===== config.mk =====
export PLATFORM = sky130hd
export DESIGN_NAME = xfer_len_counter
export DESIGN_NICKNAME = d
export VERILOG_FILES = /design/src/rtl/xlc_pkg.sv /design/src/rtl/xlc_count_regs.sv /design/src/rtl/xlc_len_calc.sv /design/src/rtl/xlc_fsm.sv /design/src/rtl/xfer_len_counter.sv
export SDC_FILE = /design/constraint.sdc
export NUM_CORES = 1
export LEC_CHECK = 0
export BUFFER_PORTS_ARGS = -buffer_cell sky130_fd_sc_hd__buf_4
export CELL_PAD_IN_SITES_DETAIL_PLACEMENT = 1
export CELL_PAD_IN_SITES_GLOBAL_PLACEMENT = 1
export CORE_AREA = 2 2 129 106
export CTS_CLUSTER_SIZE = 16
export DETAILED_ROUTE_END_ITERATION = 6
export DIE_AREA = 0 0 131 108
export GPL_ROUTABILITY_DRIVEN = 0
export PLACE_DENSITY = 0.58
export SETUP_SLACK_MARGIN = 0.1
export SLEW_MARGIN = 20
export SYNTH_ARGS = -nofsm -noshare
export SYNTH_HDL_FRONTEND = slang
export SYNTH_HIERARCHICAL = 1
export SYNTH_SLANG_ARGS = --single-unit

===== constraint.sdc =====
create_clock -name clk -period 4.3 [get_ports clk]
set_input_delay 0.86 -clock clk [delete_from_list [all_inputs] [get_ports clk]]
set_output_delay 0.86 -clock clk [all_outputs]
set_load 0.02 [all_outputs]

===== src/rtl/xlc_pkg.sv =====
package xlc_pkg;
    typedef enum logic [1:0] {
        ST_IDLE,
        ST_MOVE,
        ST_HOLD,
        ST_FINISH
    } xlc_state_e;

    localparam logic [6:0] OP_XFER_INFO = 7'h10;
endpackage


===== src/rtl/xlc_count_regs.sv =====
module xlc_count_regs #(
    parameter int BYTE_W = 8,
    localparam int CNT_W = 2 * BYTE_W
) (
    input  logic              clk,
    input  logic              rst_n,
    input  logic              lo_we,
    input  logic              mid_we,
    input  logic [BYTE_W-1:0] wdata,
    input  logic              reload,
    input  logic              clear_live,
    output logic [CNT_W-1:0]  shadow,
    output logic [CNT_W-1:0]  live
);
    logic [BYTE_W-1:0] lo_q, mid_q;

    always_ff @(posedge clk) begin
        if (!rst_n) begin
            lo_q  <= '0;
            mid_q <= '0;
        end else begin
            if (lo_we)  lo_q  <= wdata;
            if (mid_we) mid_q <= wdata;
        end
    end

    assign shadow = {mid_q, lo_q};

    // A reload in the completion cycle is the newer request and wins.
    always_ff @(posedge clk) begin
        if (!rst_n)          live <= '0;
        else if (reload)     live <= shadow;
        else if (clear_live) live <= '0;
    end
endmodule


===== src/rtl/xlc_len_calc.sv =====
module xlc_len_calc #(
    parameter int CNT_W   = 16,
    parameter int CMD_CAP = 32,
    localparam int LEN_W  = CNT_W + 1
) (
    input  logic [CNT_W-1:0] count,
    input  logic             cmd_phase,
    input  logic [LEN_W-1:0] pending,
    output logic [LEN_W-1:0] eff_len
);
    localparam logic [LEN_W-1:0] CAP_LEN  = LEN_W'(CMD_CAP);
    localparam logic [LEN_W-1:0] FULL_LEN = LEN_W'(1) << CNT_W;

    logic [LEN_W-1:0] full_cnt, limit;

    always_comb begin
        full_cnt = (count == '0) ? FULL_LEN : {1'b0, count};
        limit    = cmd_phase ? CAP_LEN : pending;
        eff_len  = (full_cnt < limit) ? full_cnt : limit;
    end
endmodule


===== src/rtl/xlc_fsm.sv =====
module xlc_fsm
    import xlc_pkg::*;
#(
    parameter int LEN_W = 17,
    parameter int ACK_W = 4
) (
    input  logic             clk,
    input  logic             rst_n,
    input  logic             start,
    input  logic [LEN_W-1:0] eff_len,
    input  logic             read_dir,
    input  logic             ack_valid,
    input  logic [ACK_W-1:0] ack_bytes,
    input  logic             tgt_partial,
    input  logic             tgt_done,
    output logic [LEN_W-1:0] remaining,
    output logic             busy,
    output logic             finish
);
    xlc_state_e state_q, state_d;
    logic             rd_q;
    logic [LEN_W-1:0] rem_next;
    logic [LEN_W-1:0] ack_ext;

    assign ack_ext = LEN_W'(ack_bytes);

    always_comb begin
        rem_next = remaining;
        if (state_q == ST_MOVE && ack_valid)
            rem_next = (ack_ext >= remaining) ? '0 : remaining - ack_ext;
    end

    always_comb begin
        state_d = state_q;
        unique case (state_q)
            ST_IDLE:   if (start) state_d = ST_MOVE;
            ST_MOVE: begin
                if (tgt_partial)        state_d = ST_FINISH;
                else if (rem_next == '0) state_d = rd_q ? ST_HOLD : ST_FINISH;
            end
            ST_HOLD:   if (tgt_done) state_d = ST_FINISH;
            ST_FINISH: state_d = ST_IDLE;
            default:   state_d = ST_IDLE;
        endcase
    end

    always_ff @(posedge clk) begin
        if (!rst_n) state_q <= ST_IDLE;
        else        state_q <= state_d;
    end

    always_ff @(posedge clk) begin
        if (!rst_n) begin
            remaining <= '0;
            rd_q      <= 1'b0;
        end else if (state_q == ST_IDLE && start) begin
            remaining <= eff_len;
            rd_q      <= read_dir;
        end else if (state_q == ST_MOVE && !tgt_partial) begin
            remaining <= rem_next;
        end
    end

    assign busy   = (state_q != ST_IDLE);
    assign finish = (state_q == ST_FINISH);
endmodule


===== src/rtl/xfer_len_counter.sv =====
module xfer_len_counter
    import xlc_pkg::*;
#(
    parameter int BYTE_W  = 8,
    parameter int CMD_CAP = 32,
    parameter int ACK_W   = 4,
    localparam int CNT_W  = 2 * BYTE_W,
    localparam int LEN_W  = CNT_W + 1
) (
    input  logic              clk,
    input  logic              rst_n,
    input  logic              cnt_lo_we,
    input  logic              cnt_mid_we,
    input  logic [BYTE_W-1:0] cnt_wdata,
    input  logic              cmd_we,
    input  logic [BYTE_W-1:0] cmd_byte,
    input  logic              cmd_phase,
    input  logic [LEN_W-1:0]  pending_len,
    input  logic              read_dir,
    input  logic              ack_valid,
    input  logic [ACK_W-1:0]  ack_bytes,
    input  logic              tgt_partial,
    input  logic              tgt_done,
    input  logic              intr_clr,
    output logic [CNT_W-1:0]  live_count,
    output logic [LEN_W-1:0]  remaining,
    output logic              busy,
    output logic              stat_tc,
    output logic              irq,
    output logic              done_pulse
);
    logic             dma_cmd, start_cmd, start_ok;
    logic [CNT_W-1:0] shadow;
    logic [LEN_W-1:0] eff_len;

    assign dma_cmd   = cmd_we && cmd_byte[BYTE_W-1];
    assign start_cmd = dma_cmd && (cmd_byte[6:0] == OP_XFER_INFO);
    assign start_ok  = start_cmd && !busy;

    xlc_count_regs #(.BYTE_W(BYTE_W)) u_regs (
        .clk        (clk),
        .rst_n      (rst_n),
        .lo_we      (cnt_lo_we),
        .mid_we     (cnt_mid_we),
        .wdata      (cnt_wdata),
        .reload     (dma_cmd),
        .clear_live (done_pulse),
        .shadow     (shadow),
        .live       (live_count)
    );

    // The start uses the shadow value, which the same command loads live.
    xlc_len_calc #(.CNT_W(CNT_W), .CMD_CAP(CMD_CAP)) u_len (
        .count     (shadow),
        .cmd_phase (cmd_phase),
        .pending   (pending_len),
        .eff_len   (eff_len)
    );

    xlc_fsm #(.LEN_W(LEN_W), .ACK_W(ACK_W)) u_fsm (
        .clk         (clk),
        .rst_n       (rst_n),
        .start       (start_ok),
        .eff_len     (eff_len),
        .read_dir    (read_dir),
        .ack_valid   (ack_valid),
        .ack_bytes   (ack_bytes),
        .tgt_partial (tgt_partial),
        .tgt_done    (tgt_done),
        .remaining   (remaining),
        .busy        (busy),
        .finish      (done_pulse)
    );

    always_ff @(posedge clk) begin
        if (!rst_n) begin
            stat_tc <= 1'b0;
            irq     <= 1'b0;
        end else begin
            if (done_pulse)                               stat_tc <= 1'b1;
            else if (cnt_lo_we || cnt_mid_we || start_ok) stat_tc <= 1'b0;
            if (done_pulse)    irq <= 1'b1;
            else if (intr_clr) irq <= 1'b0;
        end
    end
endmodule


==> out/metrics.cfg <==
[routing]
vias = 3535
firstDrtPassIters = 4
wl_per_cell_um = 17.3
totalWireLength_mm = 12.0
antenna_left = 0
drc = 0
drt-vias-per-instance = 5.10
drt_iter0_markers = 204

[logic_synthesis]
synth_cells = 460
yosysTopAreaCell = dfxtp_1
synth_area_leaders = dfxtp_1 (28%), mux2i_1 (8.7%), ha_1 (8.2%)
netlist_area_um2 = 3800
avgSynthCellArea_um2 = 8.27
yosysTopAreaCellShare = 0.284
async_flop_share = 0
ys_dominant_reg_cell = dfxtp_1
synth_fp_nets = 534
synth_edf_count = 0
synth_warnings = 6
ys_seq_area_frac = 0.284
synth_cell_types = 66
ys_seq_elements = 54

[sta]
finalCritPeriodShare = 0.779
tns_ns = 0
tightest_slew_ns = 0.900
setup-violations-final = 0
fin_ws_ns = 0.949
finalCriticalPeriod_ns = 3.35
max_slew_margin = 0.399
slew_violations = 0
hold_viol = 0
clock_skew_ns = 0.00706
max_freq_mhz = 298
rsz0062_at_grt = false

[placed_design]
numPlacedInstances = 685
dp_hpwl_mm = 9.33
portBuffers = 84
placed_area_um2 = 4480
dp_slack_ns = 0.639

[worst_setup_path]
critPathKind = in -> reg
cp_cell_sequence = buf_4 > nand2b_1 > ha_1 > or4b_1 > a221oi_2 > nor4_1 > or4_1 > buf_4 > mux2_2 > o21ai_0 > nor2_1
worstRegToRegCells = 11
startpoint_type = primary input
required_ns = 4.47
reg2reg_from = u_regs/lo_q[0]$_SDFFE_PN0P_
cp-end-kind = flop
max_stage_delay_ns = 0.51
crit_slowest_cell = or4b_1
cpMostUsedCell = buf_4
endpoint = u_fsm/remaining[0]$_SDFFE_PN0P_
r2r_setup_slack_ns = 1.23
crit_cells = 11
cp_max_fo = 18
arrival_ns = 3.52
cp_top_family = simple AND/OR/NAND/NOR gates
worst_r2r_endpoint = u_fsm/remaining[0]$_SDFFE_PN0P_
critPathBufInv = 2
critPathLaunch = cmd_phase

[power]
p_leak_uw = 0.00200
peakVddDrop_v = 0.000156
cellPowerDensity_nw_per_um2 = 298

[layout]
nets = 591
finish.utilization = 0.363
syn_to_final_growth_pct = 21.5
antenna_cells = 0
fin_area_um2 = 4620
drive_above_1_share = 0.228
finalNonFillerCells = 693

[floorplan]
start_util = 0.299
core_um2 = 12700
pin_count = 85
die_h_um = 108
rows = 37
die_w_um = 131
dieArea_um2 = 14100

[job]
drv_cap = 0

[clocking]
clk_pin_slew_ns = 0.08
cts_setup_buffers = 0
numCtsBuffers = 5
cts_tree = built
cts_root_buffer = clkbuf_16
postCtsHoldBufs = 0
clkSinkCount = 54
clock_latency_ns = 0.30
clock_path_buffers = 2
ctsResizeCount = 0
htreeDepth = 2

[grt]
grt_pass1_vias = 3607
gr-total-overflow = 0
grt_pass1_wl_mm = 19.0
antenna_found_initial = 0
grt_max_degree = 46
grtUsageTotal = 0.172

[worst_hold_path]
hold_start = u_regs/live[9]$_SDFFE_PN0P_
min_path_type = reg -> reg

[status]
status = completed

-- registers in the layout (all words and copies together) (netlist names) --
signal,cells
u_fsm/remaining,17
u_regs/live,16
u_regs/lo_q,8
u_regs/mid_q,8
u_fsm/state_q,2
irq,1
stat_tc,1
u_fsm/rd_q,1
-- where the power goes --
group / total (uW) / internal [uW] / switching [uW] / leakage (uW)
logic: 409 / 179 / 231 / 0.00149
registers: 547 / 520 / 27.2 / 0.000439
clock network: 420 / 220 / 199 / 0.0000714
total: 1380 / 919 / 457 / 0.00200
-- cell type report --
cell class                 count  area (um^2)
clock buffer                   6          129
clock inverter                 2         17.5
fill                        1536         8110
inverter                      28          105
multi-input combinational    339         2400
sequential                    54         1080
tap                          175          219
timing repair buffer          89          668
-- synthesized netlist by cell type, types with 4 or more instances --
library cell,instances
nor3_1,10
or2_2,4
a21o_1,6
nand2_1,20
nor2b_1,20
a31oi_1,4
or4_4,5
buf_2,4
ha_1,25
mux2i_1,33
a21oi_1,12
dfxtp_1,54
o211ai_1,4
nor4_1,7
o21ai_1,10
nor2_1,29
nand2b_1,33
o21ai_0,28
nand4_1,5
nand3_1,21
buf_6,4
inv_1,28
o31ai_1,6
clkbuf_1,26
-- metal layers --
layer  global-route usage  vias to the layer above  routed length [um]
met5                    0                        -                   0
met4               0.0357                        0                  55
met3               0.0242                        2                 524
met2                0.268                       65                5270
met1                0.252                     1714                6150
li1                     -                     1754                   -
-- cells by family (layout without fill, tap and decap cells) --
family,Yosys count,in the layout,synth area share
simple gates,173,173,0.258
compound gates,104,104,0.192
buf+inv,67,125,0.0838
flops,54,54,0.284
mux,34,34,0.0898
fa+ha+maj,26,26,0.0875
xor+xnor,2,2,0.00460
-- worst min-delay path by stage --
stage                                       end  slack, ns  cells past startpoint
global route        u_regs/live[9]$_SDFFE_PN0P_       0.49                      2
detailed placement  u_regs/live[5]$_SDFFE_PN0P_       0.46                      2
finish              u_regs/live[9]$_SDFFE_PN0P_       0.47                      2
floorplan               u_fsm/rd_q$_SDFFE_PN0P_       0.44                      2
global placement        u_fsm/rd_q$_SDFFE_PN0P_       0.45                      2
CTS                 u_regs/live[9]$_SDFFE_PN0P_       0.47                      2
-- worst reg2reg max path, stage by stage (launching register included) --
cell     delay, ns
dfxtp_1       0.36
nor4_1        0.49
nand4_1       0.20
inv_1         0.10
ha_1          0.26
a21oi_1       0.15
o21ai_0       0.16
or4_1         0.49
buf_4         0.24
mux2_2        0.29
o21ai_0       0.16
nor2_1        0.06
-- placed cells by master (no fill, tap or decap), types with 4 or more instances in the layout --
cell | Yosys | routed
dfxtp_1 | 54 | 54
nand4_1 | 5 | 5
o21ai_0 | 28 | 28
clkbuf_16 | 0 | 5
o211ai_1 | 4 | 4
ha_1 | 25 | 25
o21ai_1 | 10 | 10
nor2_1 | 29 | 29
a21oi_1 | 12 | 12
or2_2 | 4 | 4
mux2i_1 | 33 | 33
o31ai_1 | 6 | 6
nand2_1 | 20 | 20
or4_4 | 5 | 5
a21o_1 | 6 | 6
nand2b_1 | 33 | 33
nor4_1 | 7 | 7
nor3_1 | 10 | 10
a31oi_1 | 4 | 4
inv_1 | 28 | 28
nand3_1 | 21 | 21
buf_4 | 3 | 89
nor2b_1 | 20 | 20
-- stage by stage --
stage,hold slack [ns],power (uW)
after global placement,0.445,957
after CTS,0.473,1390
final,0.469,1380
after detailed placement,0.459,967
after global routing,0.491,1460
after floorplan,0.437,848
No activity file was read; power rests on OpenSTA's default activity.
